### src/rtl/div_pkg.sv
package div_pkg;
  typedef enum logic [1:0] {
    ST_IDLE = 2'd0,
    ST_SPEC = 2'd1,
    ST_ITER = 2'd2,
    ST_DONE = 2'd3
  } div_state_e;

  localparam int OP_UNS_BIT = 0;
  localparam int OP_REM_BIT = 1;
endpackage

### src/rtl/div_bitlen.sv
module div_bitlen #(
  parameter int W  = 32,
  localparam int CW = $clog2(W + 1)
) (
  input  logic [W-1:0]  val,
  output logic [CW-1:0] bitlen
);
  always_comb begin
    bitlen = '0;
    for (int i = 0; i < W; i++) begin
      if (val[i]) bitlen = CW'(i + 1);
    end
  end
endmodule

### src/rtl/div_operand_prep.sv
module div_operand_prep #(
  parameter int W  = 32,
  localparam int CW = $clog2(W + 1)
) (
  input  logic [1:0]    op,
  input  logic [W-1:0]  dividend,
  input  logic [W-1:0]  divisor,
  output logic [W-1:0]  mag_a,
  output logic [W-1:0]  mag_b,
  output logic          neg_quo,
  output logic          neg_rem,
  output logic          special,
  output logic [W-1:0]  spec_quo,
  output logic [W-1:0]  spec_rem,
  output logic [CW-1:0] iters
);
  import div_pkg::*;

  localparam logic [W-1:0] MOST_NEG = {1'b1, {(W-1){1'b0}}};

  logic          is_signed, a_neg, b_neg, by_zero, ovf;
  logic [CW-1:0] len_a;

  assign is_signed = ~op[OP_UNS_BIT];
  assign a_neg     = is_signed & dividend[W-1];
  assign b_neg     = is_signed & divisor[W-1];
  assign mag_a     = a_neg ? (~dividend + 1'b1) : dividend;
  assign mag_b     = b_neg ? (~divisor + 1'b1) : divisor;
  assign neg_quo   = a_neg ^ b_neg;
  assign neg_rem   = a_neg;

  assign by_zero   = (divisor == '0);
  assign ovf       = is_signed && (dividend == MOST_NEG) && (divisor == '1);
  assign special   = by_zero | ovf;
  assign spec_quo  = by_zero ? '1 : dividend;
  assign spec_rem  = by_zero ? dividend : '0;

  div_bitlen #(.W(W)) u_len (
    .val    (mag_a),
    .bitlen (len_a)
  );

  assign iters = (len_a == '0) ? CW'(1) : len_a;
endmodule

### src/rtl/div_step.sv
module div_step #(
  parameter int W = 32
) (
  input  logic [W-1:0] rem_in,
  input  logic [W-1:0] quo_in,
  input  logic [W-1:0] divisor,
  output logic [W-1:0] rem_out,
  output logic [W-1:0] quo_out
);
  logic [W:0]   trial;
  logic [W-1:0] diff;
  logic         fits;

  assign trial   = {rem_in, quo_in[W-1]};
  assign fits    = (trial >= {1'b0, divisor});
  assign diff    = trial[W-1:0] - divisor;
  assign rem_out = fits ? diff : trial[W-1:0];
  assign quo_out = {quo_in[W-2:0], fits};
endmodule

### src/rtl/div_result_fix.sv
module div_result_fix #(
  parameter int W = 32
) (
  input  logic [W-1:0] quo,
  input  logic [W-1:0] rem,
  input  logic         neg_quo,
  input  logic         neg_rem,
  input  logic         pick_rem,
  output logic [W-1:0] result
);
  logic [W-1:0] sel;
  logic         flip;

  assign sel    = pick_rem ? rem : quo;
  assign flip   = pick_rem ? neg_rem : neg_quo;
  assign result = flip ? (~sel + 1'b1) : sel;
endmodule

### src/rtl/serial_int_div.sv
module serial_int_div #(
  parameter int XLEN = 32
) (
  input  logic            clk,
  input  logic            rst_n,
  input  logic            req_valid,
  output logic            req_ready,
  input  logic [1:0]      req_op,
  input  logic [XLEN-1:0] req_dividend,
  input  logic [XLEN-1:0] req_divisor,
  output logic            rsp_valid,
  input  logic            rsp_ready,
  output logic [XLEN-1:0] rsp_data,
  output logic            busy
);
  import div_pkg::*;

  localparam int CW = $clog2(XLEN + 1);
  localparam logic [CW:0] RUN_MAX = XLEN[CW:0];

  div_state_e      state_q;
  logic [XLEN-1:0] quo_q, rem_q, dvsr_q;
  logic            negq_q, negr_q, pick_rem_q;
  logic [CW-1:0]   cnt_q;

  logic [XLEN-1:0] mag_a, mag_b, spec_quo, spec_rem;
  logic            neg_quo, neg_rem, special;
  logic [CW-1:0]   iters, shamt;
  logic [XLEN-1:0] step_rem, step_quo;
  logic            accept;

  assign req_ready = (state_q == ST_IDLE);
  assign rsp_valid = (state_q == ST_DONE);
  assign busy      = (state_q == ST_SPEC) || (state_q == ST_ITER);
  assign accept    = req_valid && req_ready;
  assign shamt     = CW'(XLEN) - iters;

  div_operand_prep #(.W(XLEN)) u_prep (
    .op       (req_op),
    .dividend (req_dividend),
    .divisor  (req_divisor),
    .mag_a    (mag_a),
    .mag_b    (mag_b),
    .neg_quo  (neg_quo),
    .neg_rem  (neg_rem),
    .special  (special),
    .spec_quo (spec_quo),
    .spec_rem (spec_rem),
    .iters    (iters)
  );

  div_step #(.W(XLEN)) u_step (
    .rem_in  (rem_q),
    .quo_in  (quo_q),
    .divisor (dvsr_q),
    .rem_out (step_rem),
    .quo_out (step_quo)
  );

  div_result_fix #(.W(XLEN)) u_fix (
    .quo      (quo_q),
    .rem      (rem_q),
    .neg_quo  (negq_q),
    .neg_rem  (negr_q),
    .pick_rem (pick_rem_q),
    .result   (rsp_data)
  );

  always_ff @(posedge clk or negedge rst_n) begin
    if (!rst_n) begin
      state_q    <= ST_IDLE;
      quo_q      <= '0;
      rem_q      <= '0;
      dvsr_q     <= '0;
      negq_q     <= 1'b0;
      negr_q     <= 1'b0;
      pick_rem_q <= 1'b0;
      cnt_q      <= '0;
    end else begin
      unique case (state_q)
        ST_IDLE: begin
          if (accept) begin
            pick_rem_q <= req_op[OP_REM_BIT];
            if (special) begin
              quo_q   <= spec_quo;
              rem_q   <= spec_rem;
              negq_q  <= 1'b0;
              negr_q  <= 1'b0;
              state_q <= ST_SPEC;
            end else begin
              quo_q   <= mag_a << shamt;
              rem_q   <= '0;
              dvsr_q  <= mag_b;
              negq_q  <= neg_quo;
              negr_q  <= neg_rem;
              cnt_q   <= iters;
              state_q <= ST_ITER;
            end
          end
        end
        ST_SPEC: state_q <= ST_DONE;
        ST_ITER: begin
          quo_q <= step_quo;
          rem_q <= step_rem;
          cnt_q <= cnt_q - 1'b1;
          if (cnt_q == CW'(1)) state_q <= ST_DONE;
        end
        ST_DONE: if (rsp_ready) state_q <= ST_IDLE;
        default: state_q <= ST_IDLE;
      endcase
    end
  end

  // Checker state: length of the current busy run.
  logic [CW:0] busy_run;
  always_ff @(posedge clk or negedge rst_n) begin
    if (!rst_n)    busy_run <= '0;
    else if (busy) busy_run <= busy_run + 1'b1;
    else           busy_run <= '0;
  end

  AST_ACCEPT_STARTS: assert property (@(posedge clk) disable iff (!rst_n)
    req_valid && req_ready |=> busy);
  AST_NO_ABORT: assert property (@(posedge clk) disable iff (!rst_n)
    busy |=> busy || rsp_valid);
  AST_RSP_HOLD: assert property (@(posedge clk) disable iff (!rst_n)
    rsp_valid && !rsp_ready |=> rsp_valid && $stable(rsp_data));
  AST_LATENCY_CAP: assert property (@(posedge clk) disable iff (!rst_n)
    busy |-> busy_run < RUN_MAX);
  AST_PARTIAL_REM_BOUND: assert property (@(posedge clk) disable iff (!rst_n)
    (state_q == ST_ITER) |-> rem_q < dvsr_q);
  AST_READY_IDLE: assert property (@(posedge clk) disable iff (!rst_n)
    req_ready |-> !busy && !rsp_valid);
endmodule

### config.mk
export PLATFORM = sky130hd
export DESIGN_NAME = serial_int_div
export DESIGN_NICKNAME = d
export VERILOG_FILES = /design/src/rtl/div_pkg.sv /design/src/rtl/div_bitlen.sv /design/src/rtl/div_operand_prep.sv /design/src/rtl/div_step.sv /design/src/rtl/div_result_fix.sv /design/src/rtl/serial_int_div.sv
export SDC_FILE = /design/constraint.sdc
export NUM_CORES = 1
export LEC_CHECK = 0
export CAP_MARGIN = 20
export CORE_MARGIN = 2
export CORE_UTILIZATION = 49
export DETAILED_ROUTE_END_ITERATION = 8
export PLACE_DENSITY = 0.69
export SLEW_MARGIN = 15
export SYNTH_ARGS = -nofsm -noshare
export SYNTH_HDL_FRONTEND = slang
export SYNTH_SLANG_ARGS = --single-unit
### constraint.sdc
create_clock -name clk -period 11.6 [get_ports clk]
set_clock_uncertainty 0.1 [all_clocks]
set_input_delay 1.16 -clock clk [delete_from_list [all_inputs] [get_ports clk]]
set_output_delay 1.16 -clock clk [all_outputs]
set_load 0.05 [all_outputs]
Word level (Yosys, flattened, before mapping)
Cells that the tools add are included.
{"block": "op_classes", "n_bitwise": 9, "n_eq_ne": 10, "reduce_logical": 13, "muxes": 57, "add_sub_neg": 6, "shift": 1, "magnitude_cmp": 1}
{"cell": "32-bit two-way mux", "n": 11}
{"cell": "6-bit two-way mux", "n": 34}
{"cell": "32-bit case mux with 2 select lines", "n": 2}
{"cell": "32-bit by 1-bit adder with 32-bit output (second input constant)", "n": 3}
{"cell": "32-bit NOT", "n": 3}
{"cell": "32-bit == test (second input constant)", "n": 2}
{"cell": "33-bit by 32-bit greater-or-equal comparator with 1-bit output", "n": 1}
{"cell": "32-bit zero test", "n": 1}
{"cell": "32-bit by 6-bit left shift with 32-bit output", "n": 1}
{"cell": "32-bit subtractor", "n": 1}
{"cell": "6-bit case mux with 2 select lines", "n": 1}
{"cell": "3-bit AND reduction", "n": 3}
{"cell": "2-bit two-way mux", "n": 4}
{"cell": "2-bit case mux with 4 select lines", "n": 1}
{"cell": "6-bit by 1-bit == test with 1-bit output (second input constant)", "n": 1}
{"cell": "6-bit zero test", "n": 1}
{"cell": "2-bit by 1-bit inequality test with 1-bit output (second input constant)", "n": 3}
{"cell": "6-bit by 1-bit subtractor with 6-bit output (second input constant)", "n": 1}
{"cell": "6-bit subtractor (first input constant)", "n": 1}
{"cell": "2-bit == test (second input constant)", "n": 2}
{"cell": "1-bit two-way mux", "n": 4}
{"cell": "2-bit AND reduction", "n": 2}
{"cell": "1-bit logical AND", "n": 3}
{"cell": "1-bit AND", "n": 2}
{"cell": "other kinds (8)", "n": 9}
{"block": "word_totals", "reg_bits": 107, "in_bits": 70}

Longest topological paths before layout
{"block": "logic_depth", "ltp_word": 42, "depth_mapped": 23}

Cells and area by module
From an unflattened synthesis, not the netlist that was laid out.
{"block": "hier_totals", "hier_cells": 1582, "hier_area_um2": 13206.4}
{"mod": "serial_int_div", "cells_each": 659, "seq_area_each_um2": 2677.6, "area_each_um2": 6851.6, "n_inst": 1}
{"mod": "div_step", "cells_each": 355, "seq_area_each_um2": 0.0, "area_each_um2": 2571.2, "n_inst": 1}
{"mod": "div_operand_prep", "cells_each": 310, "seq_area_each_um2": 0.0, "area_each_um2": 2059.5, "n_inst": 1}
{"mod": "div_result_fix", "cells_each": 197, "seq_area_each_um2": 0.0, "area_each_um2": 1390.1, "n_inst": 1}
{"mod": "div_bitlen", "cells_each": 61, "seq_area_each_um2": 0.0, "area_each_um2": 334.1, "n_inst": 1}

Least setup slack after synthesis
Ideal clock, no wire load.
{"block": "synth_timing", "path_type": "input -> register", "startpoint": "input port req_dividend[0]", "endpoint": "register quo_q[28]", "path_stages": 22, "arrival_ps": 5968, "setup_ps": 144, "required_time_ps": 11356, "path_slack_ps": 5388, "n_path_buf": 4, "cell_sequence": "inv_1 ha_1 or4b_1 buf_4 o41ai_2 xor2_1 nand2_1 a311oi_1 o2111a_1 o311ai_2 nor4_4 nor2_4 buf_4 ha_1 clkbuf_1 clkinv_1 clkbuf_1 a31oi_1 a21oi_1 mux2_2 a221oi_2 a21oi_1"}
{"block": "synth_via", "elab_chain_len": 42, "word_cells_on_any_way": 46}
{"item": "start, declared", "line_no": "serial_int_div.sv:9", "rtl": "input logic [XLEN-1:0] req_dividend,"}
{"item": "32-bit NOT", "line_no": "div_operand_prep.sv:27", "rtl": "assign mag_a = a_neg ? (~dividend + 1'b1) : dividend;"}
{"item": "32-bit by 1-bit adder with 32-bit output", "line_no": "div_operand_prep.sv:27"}
{"item": "32-bit two-way mux", "line_no": "div_operand_prep.sv:27"}
{"item": "1-bit two-way mux", "line_no": "div_bitlen.sv:11", "rtl": "if (val[i]) bitlen = CW'(i + 1);"}
{"item": "6-bit two-way mux (31 in a row)", "line_no": "div_bitlen.sv:11"}
{"item": "6-bit zero test", "line_no": "div_operand_prep.sv:43", "rtl": "assign iters = (len_a == '0) ? CW'(1) : len_a;"}
{"item": "6-bit two-way mux", "line_no": "div_operand_prep.sv:43"}
{"item": "6-bit subtractor", "line_no": "serial_int_div.sv:36", "rtl": "assign shamt = CW'(XLEN) - iters;"}
{"item": "32-bit by 6-bit left shift with 32-bit output", "line_no": "serial_int_div.sv:91", "rtl": "quo_q <= mag_a << shamt;"}
{"item": "32-bit two-way mux (*)", "line_no": "serial_int_div.sv:84", "rtl": "if (special) begin"}
{"item": "32-bit two-way mux (*)", "line_no": "serial_int_div.sv:82", "rtl": "if (accept) begin"}
{"item": "32-bit case mux with 2 select lines (*)", "line_no": "serial_int_div.sv:80", "rtl": "unique case (state_q)"}
{"item": "end signal, assigned", "line_no": "serial_int_div.sv:85", "rtl": "quo_q <= spec_quo;"}
{"item": "end signal, assigned", "line_no": "serial_int_div.sv:91"}
{"item": "end signal, assigned", "line_no": "serial_int_div.sv:103", "rtl": "quo_q <= step_quo;"}
{"item": "end, declared", "line_no": "serial_int_div.sv:22", "rtl": "logic [XLEN-1:0] quo_q, rem_q, dvsr_q;"}
Mark *: on every way between the ends. The rest lies on a longest branch, timed or not. The select of a mux whose other input is x is not followed.
A chain may end at the register's enable or synchronous reset.

Worst setup path in the final report
{"block": "layout_timing", "startpoint": "input port req_dividend[7]", "endpoint": "register quo_q[30]"}
{"block": "layout_via", "elab_chain_len": 35, "word_cells_on_any_way": 39}
{"item": "32-bit NOT", "line_no": "div_operand_prep.sv:27"}
{"item": "32-bit by 1-bit adder with 32-bit output", "line_no": "div_operand_prep.sv:27"}
{"item": "32-bit two-way mux", "line_no": "div_operand_prep.sv:27"}
{"item": "6-bit two-way mux (25 in a row)", "line_no": "div_bitlen.sv:11"}
{"item": "6-bit zero test", "line_no": "div_operand_prep.sv:43"}
{"item": "6-bit two-way mux", "line_no": "div_operand_prep.sv:43"}
{"item": "6-bit subtractor", "line_no": "serial_int_div.sv:36"}
{"item": "32-bit by 6-bit left shift with 32-bit output", "line_no": "serial_int_div.sv:91"}
{"item": "32-bit two-way mux (*)", "line_no": "serial_int_div.sv:84"}
{"item": "32-bit two-way mux (*)", "line_no": "serial_int_div.sv:82"}
{"item": "32-bit case mux with 2 select lines (*)", "line_no": "serial_int_div.sv:80"}
Marks and branches as above.

==> metrics.txt <==
number of H-tree levels=3; met3 WL post-DR=3.60 mm; Avg Cell Area, Syn=7.83 um^2; number of synthesized flops with an enable pin=0; post-detail-place hpwl=33.7 mm; Primary FF master, synth=dfrtp_1; slowest cell delay on critical path=1010 ps; Adder-Cell Fraction of Synth Area=4.52%; Vias=12,600; # DRC=0; mux cell area share after synthesis=10.5%; Buf/Inv on CP=2; # resized after CTS=0; CP max stage cell=clkinv_1; most common cell after layout, fill and taps aside=nand2_1; Die Area=26,500 um^2; Avg WL per Cell=22.2 um; pin count of the biggest net entering global routing=69; post-synth top area share=21.7%; drt total wl=43.2 mm; register share of total power=17.2%; CP Data Required Time=11,790 ps; clock share of power=7.1%; Num CTS Buffers=9; sequential cell area=2680 um^2; Worst Setup Start Kind=primary input; met2 wire length=18.8 mm; top cells by area, synth=dfrtp_1, mux2i_1, o21ai_0; Fill cells=2,434; Mapped Area=12,400 um^2; Post-Synth XOR/XNOR Area=8.63%; sequential fraction of the synthesis area=21.7%; share of cells above drive strength 1=8.47%; Max Fclk=111 MHz; Routability Congestion=0.949; Pint=2050 uW; Final setup viols=0; critical path arrival=9190 ps; hold crit path type=flip-flop to flip-flop; FF+latch count, synth=107; outcome=finished, final reports clean; Initial Util=49.5%; placed inst area=13,500 um^2; final instance area=13,800 um^2; floorplan row count=58; Reg clk slew, reported paths=80 ps; Final Hold Viols=0; core area=25,000 um^2; Psw=2520 uW; commonest cells after routing, fill and taps aside=nand2_1, o21ai_0, a21oi_1, nor2_1, dfrtp_1; max layer used=met4; PortBufs=104; first-pass GRT wire length=67.0 mm; Sink Count=107; drt first pass iters=5; DIE WIDTH=163 um; hold-fix buffers at CTS=0; Combinational Power Share=75.7%; Netlist cell types=107; CP Max Fanout=26; Leak Pwr=0.00546 uW; unrepaired setup endpoints after global routing=false; headroom to the max-slew limit=34.3%; worst path cell trace=clkdlybuf4s50_1 -> or4_4 -> nor4_4 -> a21oi_1 -> xnor2_1 -> o2111ai_1 -> o31ai_1 -> a2111oi_2 -> nor3_2 -> nor2_4 -> ha_1 -> clkinv_1 -> mux4_2 -> mux2i_1 -> mux2_2 -> nand2_1 -> a31oi_1; footprint of the multi-input gates=8980 um^2; M1 WL=19.1 mm; initial drt markers=1,250; Total GRT Usage=32.4%; Clock Tree Buf Depth=2; Post-Route Setup TNS=0 ps; ANT nets after route=0; largest family of logic cells by synthesized area=compound AO/OA/AOI/OAI gates; Net Sw Frac=55.2%; Syn Inst Count=1,579; NumNets Final=1,726; Slew @ Worst Pin=984 ps; Peak supply drop=0.426 mV; asr flop ratio synth=100%; Die H=163 um; root buffer selected by CTS=clkbuf_16; CP Capture Type=flip-flop; Compound-Gate Fraction of Synth Area=26.2%; Util after Layout=55.4%; Area Growth Syn to Fin=12.0%; max cap viols=0; critical path type=primary input to flip-flop; via density per instance=6.48; final period utilization=77.6%; initial antenna violation count=0; max-slew violation count=0; CP delay by family, top=simple AND/OR/NAND/NOR gates; vias in the first global route=11,500; crit path time final=9000 ps; Warnings, synthesis=0; grt total ovfl=0; post-CTS setup buffer count=0; leading area contributor after synthesis=dfrtp_1; power density cells=330 nW/um^2; total power=4570 uW; Worst-Skew Late Latency=360 ps; Top-Level Pins=105; Syn Nets=1,693; simple-gate share of the synthesized area=22.5%; CTS tree=done
## routing by layer
| metal | vias to the layer above | GRT usage [%] |
|---|---|---|
| li1 | 5884 | - |
| met1 | 6117 | 45.3 |
| met2 | 551 | 49.4 |
| met3 | 79 | 6.70 |
| met4 | 0 | 11.4 |
| met5 | - | 0 |
## cell families after synthesis
group / count (synthesis)
AOI/OAI and AO/OA: 490
xor gates and xnor gates: 117
adders and majority gates: 44
buffers and inverters: 168
DFF: 107
muxes: 118
and+or+nand+nor: 535
## area by class of cell
class	count	area share, %
multi-input cells	1304	64.9
clock buffers	10	1.65
repair buffers	123	8.73
clock inverters	6	0.524
well taps	330	2.98
inverters	67	1.82
flip-flops and latches	107	19.4
diodes	2	0.0362
## final timing paths
path | startpoint | to | slack, ps | depth (start not counted)
max | req_dividend[7] | quo_q[30] | 2600 | 17
min | dvsr_q[0] | dvsr_q[0] | 390 | 2
max reg2reg | rem_q[0] | rem_q[4] | 6730 | 16
min reg2reg | dvsr_q[0] | dvsr_q[0] | 390 | 2
max in group asynchronous | rst_n | pick_rem_q | 9420 | 2
min in group asynchronous | rst_n | quo_q[24] | 760 | 1
## stage by stage
| stage | cells | hold slack, ps | setup WS (ps) |
|---|---|---|---|
| after floorplan | 1579 | 354 | 5390 |
| final | 1949 | 390 | 2600 |
| after global routing | 1947 | 454 | 2120 |
| after detailed placement | 1929 | 377 | 2430 |
| after global placement | 1927 | 370 | 2630 |
| after CTS | 1945 | 392 | 2780 |
## synth_stat cells (38+ instances only)
cell type and instances:
xnor2_1 68, ha_1 43, clkbuf_1 65, dfrtp_1 107, inv_1 65, o21ai_0 135, nand2_1 146, a21oi_1 130
xor2_1 45, or3_1 38, mux2i_1 75, nor2_1 129
## sequential cells by signal, summed over array words and instances, names as in the netlist
register    cells
cnt_q           6
dvsr_q         32
negq_q          1
negr_q          1
pick_rem_q      1
quo_q          32
rem_q          32
state_q         2
## worst register-to-register path: cells and delay by family, from the launching register on
family,cells,cell delay [ps]
DFF,1,440
buffers and inverters,1,300
adders and majority gates,1,360
and+or+nand+nor,4,930
AOI/OAI and AO/OA,10,2670
## power groups by stage
stage	clock network, uW	registers, uW	logic (uW)
after CTS	325	772	3430
after detailed placement	0	780	3410
after global routing	340	805	3760
after global placement	0	775	3370
after floorplan	0	677	2560
final	323	788	3460
No activity file was read; power rests on OpenSTA's default activity.
